### src/rtl/rdrt_pkg.sv
package rdrt_pkg;
    typedef enum logic {
        ST_IDLE = 1'b0,
        ST_WAIT = 1'b1
    } rdrt_state_e;
endpackage

### src/rtl/rdrt_fifo_gate.sv
module rdrt_fifo_gate #(
    parameter int FIFO_DEPTH = 8,
    localparam int CNT_W = $clog2(FIFO_DEPTH + 1)
) (
    input  logic [CNT_W-1:0] wf_count,
    input  logic             reserve,
    output logic             wr_block,
    output logic             rd_block
);
    localparam logic [CNT_W-1:0] FULL_LVL = CNT_W'(FIFO_DEPTH);
    localparam logic [CNT_W-1:0] EARLY_LVL = CNT_W'(FIFO_DEPTH - 1);

    always_comb begin
        wr_block = reserve ? (wf_count >= EARLY_LVL) : (wf_count >= FULL_LVL);
        rd_block = !reserve && (wf_count >= FULL_LVL);
    end
endmodule

### src/rtl/rdrt_retry_timer.sv
module rdrt_retry_timer #(
    parameter int DLY_W = 4,
    parameter int DLY_SCALE = 8,
    localparam int TMR_W = DLY_W + $clog2(DLY_SCALE) + 1
) (
    input  logic             clk,
    input  logic             rst_n,
    input  logic             load,
    input  logic [DLY_W-1:0] dly,
    input  logic             run,
    output logic             expired
);
    logic [TMR_W-1:0] cnt_d, cnt_q;

    always_comb begin
        cnt_d = cnt_q;
        if (load) begin
            cnt_d = TMR_W'(dly) * TMR_W'(DLY_SCALE);
        end else if (run && cnt_q != '0) begin
            cnt_d = cnt_q - 1'b1;
        end
    end

    always_ff @(posedge clk) begin
        if (!rst_n) cnt_q <= '0;
        else        cnt_q <= cnt_d;
    end

    assign expired = (cnt_q == '0);
endmodule

### src/rtl/pci_rd_retry_ctl.sv
module pci_rd_retry_ctl
    import rdrt_pkg::*;
#(
    parameter int ADDR_W = 32,
    parameter int BE_W = 4,
    parameter int FIFO_DEPTH = 8,
    parameter int DLY_W = 4,
    parameter int DLY_SCALE = 8,
    localparam int CNT_W = $clog2(FIFO_DEPTH + 1)
) (
    input  logic              clk,
    input  logic              rst_n,
    input  logic              cfg_compliant,
    input  logic              cfg_flush,
    input  logic              cfg_reserve,
    input  logic [DLY_W-1:0]  cfg_retry_dly,
    input  logic              req_start,
    input  logic              req_write,
    input  logic [ADDR_W-1:0] req_addr,
    input  logic [BE_W-1:0]   req_be,
    input  logic [CNT_W-1:0]  wf_count,
    input  logic              lcl_data_rdy,
    output logic              lcl_rd_req,
    output logic              trdy_n,
    output logic              stop_n,
    output logic              dr_pending
);
    typedef struct packed {
        rdrt_state_e       st;
        logic              trdy_n;
        logic              stop_n;
        logic              rd_req;
        logic              dr_pend;
        logic              dr_rdy;
        logic [ADDR_W-1:0] dr_addr;
        logic [BE_W-1:0]   dr_be;
    } ctl_s;

    ctl_s q, d;
    logic wr_block, rd_block;
    logic tmr_load, tmr_expired;
    logic dr_match;

    rdrt_fifo_gate #(.FIFO_DEPTH(FIFO_DEPTH)) u_gate (
        .wf_count (wf_count),
        .reserve  (cfg_reserve),
        .wr_block (wr_block),
        .rd_block (rd_block)
    );

    rdrt_retry_timer #(.DLY_W(DLY_W), .DLY_SCALE(DLY_SCALE)) u_timer (
        .clk     (clk),
        .rst_n   (rst_n),
        .load    (tmr_load),
        .dly     (cfg_retry_dly),
        .run     (q.st == ST_WAIT),
        .expired (tmr_expired)
    );

    assign dr_match = (req_addr == q.dr_addr) && (req_be == q.dr_be);

    always_comb begin
        d = q;
        d.trdy_n = 1'b1;
        d.stop_n = 1'b1;
        d.rd_req = 1'b0;
        tmr_load = 1'b0;

        // capture arrival of delayed-read data
        if (cfg_compliant && q.dr_pend && lcl_data_rdy) d.dr_rdy = 1'b1;

        unique case (q.st)
            ST_IDLE: begin
                if (req_start) begin
                    if (req_write) begin
                        if (wr_block) d.stop_n = 1'b0;
                        else          d.trdy_n = 1'b0;
                        if (cfg_compliant && cfg_flush) begin
                            d.dr_pend = 1'b0;
                            d.dr_rdy  = 1'b0;
                        end
                    end else if (rd_block) begin
                        d.stop_n = 1'b0;
                    end else if (cfg_compliant) begin
                        if (q.dr_pend) begin
                            if (dr_match && q.dr_rdy) begin
                                d.trdy_n  = 1'b0;
                                d.dr_pend = 1'b0;
                                d.dr_rdy  = 1'b0;
                            end else begin
                                d.stop_n = 1'b0;
                            end
                        end else begin
                            d.dr_pend = 1'b1;
                            d.dr_rdy  = 1'b0;
                            d.dr_addr = req_addr;
                            d.dr_be   = req_be;
                            d.rd_req  = 1'b1;
                            d.stop_n  = 1'b0;
                        end
                    end else begin
                        d.rd_req = 1'b1;
                        tmr_load = 1'b1;
                        d.st     = ST_WAIT;
                    end
                end
            end
            ST_WAIT: begin
                if (lcl_data_rdy) begin
                    d.trdy_n = 1'b0;
                    d.st     = ST_IDLE;
                end else if (tmr_expired) begin
                    d.stop_n = 1'b0;
                    d.st     = ST_IDLE;
                end
            end
            default: d.st = ST_IDLE;
        endcase
    end

    always_ff @(posedge clk) begin
        if (!rst_n) begin
            q.st      <= ST_IDLE;
            q.trdy_n  <= 1'b1;
            q.stop_n  <= 1'b1;
            q.rd_req  <= 1'b0;
            q.dr_pend <= 1'b0;
            q.dr_rdy  <= 1'b0;
            q.dr_addr <= '0;
            q.dr_be   <= '0;
        end else begin
            q <= d;
        end
    end

    assign trdy_n     = q.trdy_n;
    assign stop_n     = q.stop_n;
    assign lcl_rd_req = q.rd_req;
    assign dr_pending = q.dr_pend;
endmodule

### config.mk
export PLATFORM = sky130hd
export DESIGN_NAME = pci_rd_retry_ctl
export DESIGN_NICKNAME = d
export VERILOG_FILES = /design/src/rtl/rdrt_pkg.sv /design/src/rtl/rdrt_fifo_gate.sv /design/src/rtl/rdrt_retry_timer.sv /design/src/rtl/pci_rd_retry_ctl.sv
export SDC_FILE = /design/constraint.sdc
export NUM_CORES = 1
export LEC_CHECK = 0
export ABC_AREA = 1
export BUFFER_PORTS_ARGS = -buffer_cell sky130_fd_sc_hd__buf_2
export CORE_ASPECT_RATIO = 0.8
export CORE_MARGIN = 10
export CORE_UTILIZATION = 45
export CTS_CLUSTER_DIAMETER = 60
export DETAILED_ROUTE_END_ITERATION = 16
export PLACE_DENSITY = 0.68
export SYNTH_ARGS = -nofsm -noshare
export SYNTH_HDL_FRONTEND = slang
export SYNTH_HIERARCHICAL = 1
export SYNTH_SLANG_ARGS = --single-unit
### constraint.sdc
create_clock -name clk -period 3.9 [get_ports clk]
set_input_delay 0.78 -clock clk [delete_from_list [all_inputs] [get_ports clk]]
set_output_delay 0.78 -clock clk [all_outputs]
set_load 0.03 [all_outputs]
==> results of run 1 <==
power by group through the flow:
stage	registers [mW]	clock network [mW]	logic [mW]
4_1_cts	0.546	0.386	0.174
2_1_floorplan	0.559	0	0.111
6_report	0.546	0.374	0.173
3_3_place_gp	0.557	0	0.170
5_1_grt	0.548	0.406	0.201
3_5_place_dp	0.557	0	0.173
cells in the final DEF (no fill, tap or decap), types with 3 or more instances in the layout:
cell / n
a21oi_1: 45
nand4_1: 6
o21ai_0: 40
buf_2: 55
o21ai_1: 6
xor2_1: 6
nor2_1: 35
nor2_4: 3
inv_1: 74
xnor2_1: 5
dfxtp_1: 50
nand2_1: 98
clkbuf_8: 6
nand3_1: 16
area by class of cell:
| class | instances | area share |
|---|---|---|
| multi-input cells | 283 | 0.441 |
| flip-flops and latches | 50 | 0.313 |
| inverters | 76 | 0.0892 |
| repair buffers | 56 | 0.0885 |
| well taps | 81 | 0.0317 |
| clock buffers | 6 | 0.0258 |
| clock inverters | 1 | 0.00939 |
| diodes | 1 | 0.000783 |
state kept, by name, indices dropped and copies added, names as in the netlist:
register and count:
trdy_n 1, stop_n 1, dr_pending 1, q 38, u_timer/cnt_q 8, lcl_rd_req 1
through the flow:
step                      cells  setup WS (ns)  hold WS (ns)   util
after global routing        553           1.29         0.484  0.540
after floorplan             420           2.16         0.436      -
final                       554           1.57         0.461  0.541
after detailed placement    546           1.24         0.451  0.521
after global placement      546           1.33         0.445  0.521
after CTS                   553           1.57         0.465  0.540
per-layer routing:
metal  GRT usage  vias to the layer above  part of all wire
met4      0.0439                        0             0.012
met2       0.204                       57              0.42
met1       0.168                     1140              0.50
met5           0                        -                 0
met3      0.0399                        7             0.065
li1            -                     1421                 -
worst max-delay path, delay by kind of cell:
family	cells	cell delay (ns)
compound gates	2	0.25
simple gates	2	0.85
buf+inv	2	0.63
kinds of logic after synthesis:
logic type | Yosys count
simple gates | 172
compound gates | 98
buf+inv | 87
flops | 50
xor+xnor | 11
fa+ha+maj | 2
how the worst max path moves through the flow:
stage / startpoint / endpoint / slack (ns) / cells after the start
floorplan: req_addr[4] / trdy_n / 2.16 / 8
global placement: req_write / q[17] / 1.33 / 6
detailed placement: req_write / q[33] / 1.24 / 6
CTS: req_write / q[19] / 1.57 / 6
global route: req_write / q[32] / 1.29 / 6
finish: req_write / q[19] / 1.57 / 6
==> summary.md, run 1 <==
| Metric | Value |
|---|---|
| Status | complete, no violations |
| I/O Pins | between 50 and 60 |
| Post-CTS setup buffers | 0 |
| Avg Cell Area, Syn | between 6 and 7 um2 |
| Post-layout instance area | around 0.0032 mm2 |
| Placed instance area | 0.00308 mm2 |
| Synth top area share | 0.365 |
| Max-cap violations | 0 |
| Flop pwr share | 0.499 |
| Final period util | 0.597 |
| Xor/xnor share of the synthesized area | 0.0351 |
| Sequential area share after synthesis | 0.365 |
| Clock Skews | just under 0.007 ns |
| Largest stage delay, worst path | 0.61 ns |
| 1st-iter DRT viols | around 150 |
| Grt ovf | 0 |
| GRT Overall Usage | 0.132 |
| Layout area overhead | 16.5% |
| Hold-fix buffers at CTS | 0 |
| Seq cells post-synth | 50 |
| Mux cell area share after synthesis | 0 |
| CTS Buf Count | 5 |
| Worst Hold Path EP | q[10] |
| WP data arrival | between 2 and 3 ns |
| Routed length per instance | 11.6 um |
| Routed wire length | between 6000 and 7000 um |
| Hold Vio Cnt, Final | 0 |
| Worst-path clk slew | approximately 0.090 ns |
| Row cnt | 25 |
| Synth Net Count | 474 |
| Die ar. | 0.00964 mm2 |
| Placer's final routability congestion estimate | between 0.8 and 0.9 |
| Synthesized-area fraction occupied by adder cells | 0.00912 |
| R2R Setup Slk | between 1.5 and 2 ns |
| Core area | approximately 0.0059 mm2 |
| Post-Syn Instances | 420 |
| Hold path startpoint | q[10] |
| Yosys Warn Count | 6 |
| Register area | 0.00100 mm2 |
| Hold depth | 2 |
| TNS Setup | 0 ns |
| Number of synthesized flops with an enable pin | 0 |
| FF-to-FF path depth | 5 |
| Fill cells | between 600 and 700 |
| Crit end category | flop |
| DIE HEIGHT | approximately 90 um |
| Reg2reg end | q[19] |
| Crit path cell chain | buf_2, nor2_1, nand3_2, buf_4, o21ai_0, a21oi_1 |
| Final Max Tran Viols | 0 |
| Post-synth top area cell | dfxtp_1 |
| Most frequent cell after synthesis | nand2_1 |
| NumNets Final | between 500 and 600 |
| Port buffer count | 55 |
| Top cells by area, synth | dfxtp_1, nand2_1, inv_1 |
| Area share of and/or/nand/nor cells after synthesis | 0.274 |
| RSZ-0062 raised after global routing | false |
| Post-Syn Area | 0.00275 mm2 |
| CTS tree | done |
| Initial antenna violation count | 0 |
| First-pass GRT wire length | 10,600 um |
| Fmax | ~430 MHz |
| Net Sw Power | roughly 290 uW |
| CTS H-tree depth | 2 |
| Crit path kind | in -> reg |
| CP Data Required Time | just over 4 ns |
| Layout cell share with drive strength beyond 1 | 0.169 |
| Num Clock Sinks | 50 |
| Quantity of gates resized following cts | 0 |
| Final HPWL DP | between 4000 and 5000 um |
| Main combinational cell family by area after synthesis | simple AND/OR/NAND/NOR gates |
| Startpoint class of the critical path | input pin |
| Crit path max-delay cell type | nand3_2 |
| Min-delay worst type | reg -> reg |
| Via density | around 4.7 |
| Drt first pass iters | 5 |
| Routed Antenna Nets | 0 |
| Min cycle time layout | ~2.3 ns |
| DRC viols | 0 |
| Clock power frac | 0.342 |
| Endpoints failing setup | 0 |
| Unique masters post-synth | 33 |
| Die Wd | 107 um |
| Synth Flop Type | dfxtp_1 |
| Worst slew margin | 0.513 |
| Vias | 2,625 |
| Asr flop ratio synth | 0 |
| Worst Tran Pin Value | 0.730 ns |
| Clk buf depth | 2 |
| Clk Latency, worst-skew pair | 0.30 ns |
| Synth Area in Compound Gates | 0.196 |
| Worst-path fanout max | 44 |
| Power per cell area | around 340 mW/mm2 |
| P_leak | 1.49 nW |
| Largest net degree at the start of global routing | 45 |
| Total chip power | between 1 and 1.5 mW |
| Number of global-route vias before repair | around 2,400 |
| Initial Util | 0.464 |
| Internal power | 808 uW |
| Area of the multi-input gates | 0.00141 mm2 |
| Top cells by count, synth | nand2_1, inv_1, dfxtp_1, a21oi_1, o21ai_0 |
| Root buffer cell | clkbuf_8 |
| Highest ir drop seen on vdd | about 180 uV |
| Power share of the combinational group | 0.159 |
| Worst r2r src | q[41] |
| Net Sw Frac | 0.261 |
No activity file was read; power rests on OpenSTA's default activity.
==> inputs of run 2 (changes only) <==
--- a/config.mk
+++ b/config.mk
@@ -5,14 +5,14 @@
 export SDC_FILE = /design/constraint.sdc
 export NUM_CORES = 1
 export LEC_CHECK = 0
-export ABC_AREA = 1
+export ABC_AREA = 0
 export BUFFER_PORTS_ARGS = -buffer_cell sky130_fd_sc_hd__buf_2
 export CORE_ASPECT_RATIO = 0.8
 export CORE_MARGIN = 10
 export CORE_UTILIZATION = 45
 export CTS_CLUSTER_DIAMETER = 60
 export DETAILED_ROUTE_END_ITERATION = 16
-export PLACE_DENSITY = 0.68
+export PLACE_DENSITY = 0.71
 export SYNTH_ARGS = -nofsm -noshare
 export SYNTH_HDL_FRONTEND = slang
 export SYNTH_HIERARCHICAL = 1
==> constraint.sdc (replaced) <==
create_clock -name clk -period 2 [get_ports clk]
set_input_delay 0.4 -clock clk [delete_from_list [all_inputs] [get_ports clk]]
set_output_delay 0.4 -clock clk [all_outputs]
set_load 0.03 [all_outputs]
==> run 2 against run 1 <==
  * Wire length is 2.0% lower
  * Sequential share of layout area grew 1.0 points
  * Register-to-register slack lost 1.6 ns
  * Die area decreased by 5.0%
  * Cell count is 19% lower
  * Utilization grew 2.2 points
  * Clock power rose by 94%
  * Synthesized cell count fell by 26%
  * Count of clock-buffer cells in the layout stayed put
  * Synthesized area down 6.3%
==> summary.md, run 2 <==
| Metric | Value |
|---|---|
| Status | complete, no violations |
| Min Hold Slack | 0.343 ns |
| P_leak | 1.09 nW |
| DIE HEIGHT | around 88 um |
| Worst slack, placed | 0.0669 ns |
| Routed wire length | approximately 6300 um |
| Worst Tran Pin Value | approximately 0.46 ns |
| Startpoint class of the critical path | flop |
| Sequential area share after synthesis | 0.389 |
| Final Max Tran Viols | 0 |
| Largest net degree at the start of global routing | 47 |
| Die Wd | 105 um |
| Core area | between 0.005 and 0.006 mm2 |
| Crit end category | flop |
| Max-cap violations | 0 |
| Vias | ~2,300 |
| TNS Setup | 0 ns |
| GRT Overall Usage | 0.137 |
| Crit path kind | reg -> reg |
| Largest Register | q |
| Final period util | 0.941 |
| Top cells by count, synth | nand2_1, dfxtp_1, xnor2_1, a21boi_0, nand4_1 |
| Num Clock Sinks | 50 |
| Most frequent cell after synthesis | nand2_1 |
| Number of global-route vias before repair | between 2,000 and 2,500 |
| Avg Cell Area, Syn | ~8.3 um2 |
| NumNets Final | 424 |
| Hold-fix buffers at CTS | 0 |
| Hold path startpoint | req_be[2] |
| I/O Pins | 56 |
| Post-synth top area cell | dfxtp_1 |
| Port buffer count | 55 |
| Via density | between 5 and 6 |
| Initial antenna violation count | 0 |
| CP Launch Point | u_timer/cnt_q[2] |
| Fmax | 531 MHz |
| Die ar. | 0.00916 mm2 |
| Max reg flops | 38 |
| DRC viols | 0 |
| Number of antenna diodes | 0 |
| Asr flop ratio synth | 0 |
| Routed length per instance | approximately 14 um |
| 1st-iter DRT viols | about 140 |
| Worst-path fanout max | 6 |
| WP data arrival | between 2 and 2.5 ns |
| Total chip power | ~2.1 mW |
| Unique masters post-synth | 44 |
| Placer's final routability congestion estimate | around 0.88 |
| Root buffer cell | clkbuf_8 |
| Synth Flop Type | dfxtp_1 |
| Initial Util | 0.468 |
| Clock Skews | a little under 0.009 ns |
| Clk buf depth | 2 |
| Synth Net Count | roughly 370 |
| Seq cells post-synth | 50 |
| Drt first pass iters | 4 |
| Yosys Warn Count | 6 |
| Worst slew margin | 0.689 |
| RSZ-0062 raised after global routing | false |
| First-pass GRT wire length | about 10,000 um |
| Min-delay worst type | in -> reg |
| Worst r2r src | u_timer/cnt_q[2] |
| Layout cell share with drive strength beyond 1 | 0.214 |
| Highest ir drop seen on vdd | roughly 380 uV |
| Routed Antenna Nets | 0 |
| CTS tree | done |
| Power per cell area | between 600 and 700 mW/mm2 |
| CTS H-tree depth | 2 |
| Synth top area share | 0.389 |
| CP Data Required Time | 2.23 ns |
| Worst setup margin | approximately 0.12 ns |
| Largest regs | q (38), u_timer/cnt_q (8) |
| Number of synthesized flops with an enable pin | 0 |
| Commonest non-fill, non-tap cell in the layout | nand2_1 |
| Clk Latency, worst-skew pair | 0.30 ns |
| Post-Syn Instances | between 300 and 400 |
| Worst-path clk slew | roughly 0.09 ns |
| Post-Syn Area | ~0.0026 mm2 |
| Most frequent cells in the layout | nand2_1, buf_2, dfxtp_1 |
| Row cnt | 24 |
| Endpoints failing setup | 0 |
| Hold Vio Cnt, Final | 0 |
| Top cells by area, synth | dfxtp_1, xnor2_1, nand2_1 |
| Layout area overhead | 20.3% |
| Grt ovf | 0 |
| CTS Buf Count | 5 |
| Min cycle time layout | ~1.9 ns |
| Final HPWL DP | 4800 um |
run 2: power breakdown:
group	switching, mW	internal (mW)	leakage (nW)
clock	0.327	0.401	0.0573
sequential	0.0221	1.03	0.406
combinational	0.168	0.144	0.624
total	0.517	1.57	1.09
run 2: kinds of logic after synthesis:
logic type               count (synthesis)  synth area share
AO/OA/AOI/OAI                           63             0.177
XOR/XNOR                                38             0.129
flip-flops                              50             0.389
adder cells (fa/ha/maj)                  2           0.00973
multiplexers                             1           0.00438
AND/OR/NAND/NOR                        141             0.266
buffers and inverters                   16            0.0248
run 2: metal layers:
layer,up-vias,part of all wire,global-route usage
li1,1184,-,-
met3,7,0.071,0.0404
met2,72,0.45,0.221
met4,0,0.0092,0.0340
met5,-,0,0
met1,1083,0.47,0.175
run 2: per-stage QoR:
stage,instance area (um2),util,std cells
floorplan,2570,-,311
global placement,2980,0.543,441
detailed placement,2980,0.543,441
CTS,3090,0.563,448
global route,3090,0.563,448
finish,3090,0.563,448
run 2: critical path, stage by stage, from the launching register on:
cell,delay [ns]
dfxtp_1,0.36
or4_4,0.59
or3b_1,0.40
or3_1,0.34
a21oi_2,0.14
run 2: what timing repair did:
item | CTS | global route
gates resized for setup | 0 | 1
setup buffers | 0 | 0
endpoints found under the setup margin | 0 | 1
run 2: final cells by class:
type | instances | area (um2)
Clock buffer | 6 | 82.6
Timing Repair Buffer | 62 | 353
Sequential cell | 50 | 1000
Tap cell | 78 | 97.6
Multi-Input combinational cell | 245 | 1510
Inverter | 6 | 22.5
Clock inverter | 1 | 30.0
Fill cell | 521 | 2400
run 2: path summary, 6_finish.rpt:
| check | slack [ns] | cells after the start | end |
|---|---|---|---|
| max | 0.12 | 4 | u_timer/cnt_q[7] |
| min | 0.34 | 3 | q[2] |
| max reg2reg | 0.12 | 4 | u_timer/cnt_q[7] |
| min reg2reg | 0.47 | 2 | q[1] |
==> inputs of run 3 (changes only) <==
--- a/config.mk
+++ b/config.mk
@@ -7,12 +7,14 @@
 export LEC_CHECK = 0
 export ABC_AREA = 0
 export BUFFER_PORTS_ARGS = -buffer_cell sky130_fd_sc_hd__buf_2
+export CELL_PAD_IN_SITES_DETAIL_PLACEMENT = 0
+export CELL_PAD_IN_SITES_GLOBAL_PLACEMENT = 1
 export CORE_ASPECT_RATIO = 0.8
-export CORE_MARGIN = 10
-export CORE_UTILIZATION = 45
+export CORE_UTILIZATION = 36
 export CTS_CLUSTER_DIAMETER = 60
 export DETAILED_ROUTE_END_ITERATION = 16
-export PLACE_DENSITY = 0.71
+export GPL_TIMING_DRIVEN = 0
+export PLACE_DENSITY_LB_ADDON = 0.1
 export SYNTH_ARGS = -nofsm -noshare
 export SYNTH_HDL_FRONTEND = slang
 export SYNTH_HIERARCHICAL = 1
==> run 3 against run 2 <==
  * Setup slack worse by 0.0041 ns
  * Register-to-register slack about the same
  * Critical path depth up 1
  * Cell area down 0.97%
  * Non-clock buffer count up 6
  * Maximum frequency down 0.22%
  * Hold slack better by 0.0062 ns
  * Sequential power about the same
  * Cell count up 3.3%
==> summary.md, run 3 (same netlist as run 2, synthesis figures left out) <==
| Metric | Value |
|---|---|
| Number of antenna diodes | 0 |
| Met1 wire length | around 3400 um |
| Clk buf depth | 2 |
| Routed wire length | 6360 um |
| Placed instance area | 0.00296 mm2 |
| Layout cell share with drive strength beyond 1 | 0.213 |
| Reg2reg end | trdy_n |
| Endpoints failing setup | 0 |
| Crit path max-delay cell type | or4b_1 |
| Routed Antenna Nets | 0 |
| Hold Vio Cnt, Final | 0 |
| Routed length per instance | roughly 14 um |
| Final Max Tran Viols | 0 |
| Row cnt | 27 |
| Power per cell area | about 630 mW/mm2 |
| NumNets Final | between 400 and 500 |
| CTS Buf Count | 5 |
| CTS tree | done |
| Clk Latency, worst-skew pair | around 0.30 ns |
| P_leak | ~1.1 nW |
| FF-to-FF path depth | 5 |
| Highest ir drop seen on vdd | 242 uV |
| Largest Register | q |
| Worst r2r src | q[25] |
| GRT Overall Usage | 0.183 |
| Fill cells | approximately 700 |
| I/O Pins | 56 |
| DIE HEIGHT | roughly 78 um |
| Final Non-Filler Cells | roughly 460 |
| Die Wd | 96.5 um |
| Status | complete, no violations |
| First-pass GRT wire length | ~10,000 um |
| Via density | a little under 5 |
| 1st-iter DRT viols | between 80 and 90 |
| Min-delay worst type | in -> reg |
| Buf/Inv on CP | 0 |
| Initial Util | 0.373 |
| Largest stage delay, worst path | 0.47 ns |
| RSZ-0062 raised after global routing | true |
| Max-cap violations | 0 |
| Hold-fix buffers at CTS | 0 |
| Initial antenna violation count | 0 |
| Most frequent cells in the layout | nand2_1, buf_2, dfxtp_1 |
| Placer's final routability congestion estimate | ~0.76 |
| Clock power frac | 0.295 |
| Vias | between 2,000 and 2,500 |
| Largest net degree at the start of global routing | 14 |
| Num Clock Sinks | 50 |
| Startpoint class of the critical path | flop |
| CP delay by family, top | simple AND/OR/NAND/NOR gates |
| Crit path kind | reg -> reg |
| Crit end category | flop |
| TNS Setup | 0 ns |
| Worst-path clk slew | 0.09 ns |
| Top Metal Used | met4 |
| CP Data Required Time | 2.20 ns |
| Met2 routed WL | around 2600 um |
| CP Launch Point | q[25] |
| Max reg flops | 38 |
| Commonest non-fill, non-tap cell in the layout | nand2_1 |
| Core area | a little under 0.007 mm2 |
| Worst Tran Pin Value | between 0.4 and 0.5 ns |
| Final period util | 0.943 |
| Die ar. | 0.00749 mm2 |
| WP data arrival | between 2 and 2.5 ns |
| Post-layout instance area | between 0.003 and 0.004 mm2 |
| Final HPWL DP | around 5000 um |
| Drt first pass iters | 4 |
| Layout area overhead | 19.1% |
| DRC viols | 0 |
| Crit path cell chain | xnor2_1, nand4_1, nor4_2, or4b_1, o22a_1 |
| Inst Count DP | approximately 450 |
| CTS H-tree depth | 2 |
| Net Sw Power | ~530 uW |
| Number of global-route vias before repair | between 2,000 and 2,500 |
| Worst slew margin | 0.696 |
| Min Hold Slack | 0.349 ns |
| Largest regs | q (38), u_timer/cnt_q (8) |
| R2R Setup Slk | about 0.11 ns |
| Crit path capture | trdy_n |
| Power share of the combinational group | 0.163 |
| Port buffer count | 55 |
| Clock Skews | 0.00522 ns |
| Net Sw Frac | 0.272 |
| Total chip power | between 1.5 and 2 mW |
| Hold path startpoint | cfg_retry_dly[2] |
| Worst-path fanout max | 2 |
| Min cycle time layout | roughly 1.9 ns |
| Fmax | around 530 MHz |
| Root buffer cell | clkbuf_8 |
| Internal power | 1.41 mW |
| Flop pwr share | 0.541 |
| Grt ovf | 0 |
| Stages on the worst setup path | 5 |
| Routed wl met3 | ~300 um |
## run 3: worst min-delay path by stage
stage / endpoint / depth (start not counted)
floorplan: q[0] / 2
global placement: q[0] / 2
detailed placement: q[2] / 2
CTS: u_timer/cnt_q[5] / 3
global route: u_timer/cnt_q[5] / 3
finish: u_timer/cnt_q[5] / 3
## run 3: routing by layer
layer	vias to the layer above	global-route usage
met2	51	0.258
met3	7	0.0373
met1	1007	0.280
met5	-	0
met4	0	0.0397
li1	1201	-
## run 3: final cells by class
cell class              count  area [um2]  share of cell area
plain buffers              10        45.0              0.0147
repair buffers             58         298              0.0972
clock buffers               7        76.3              0.0249
multi-input cells         245        1510               0.494
inverters                   6        22.5             0.00735
well taps                  87         109              0.0355
flip-flops and latches     50        1000               0.327
## run 3: tightest hold or removal path: cells and delay by family
kind | cells | cell delay, ns
simple gates | 1 | 0.08
compound gates | 1 | 0.07
buf+inv | 1 | 0.07
## run 3: power groups by stage
stage	clock network (mW)	registers (mW)	logic (mW)
floorplan	0	1.08	0.177
global placement	0	1.07	0.312
detailed placement	0	1.07	0.313
CTS	0.603	1.05	0.315
global route	0.636	1.05	0.352
finish	0.571	1.05	0.316
## run 3: through the flow
stage / utilization / setup slack, ns
floorplan: - / 0.225
global placement: 0.429 / -0.0627
detailed placement: 0.429 / -0.0600
CTS: 0.440 / 0.0273
global route: 0.445 / -0.0228
finish: 0.445 / 0.114
## run 3: repair_timing
item,in CTS,in global routing
buffers inserted,0,3
setup endpoints to repair,0,32
hold endpoints to repair,0,0
gates resized for setup,0,8
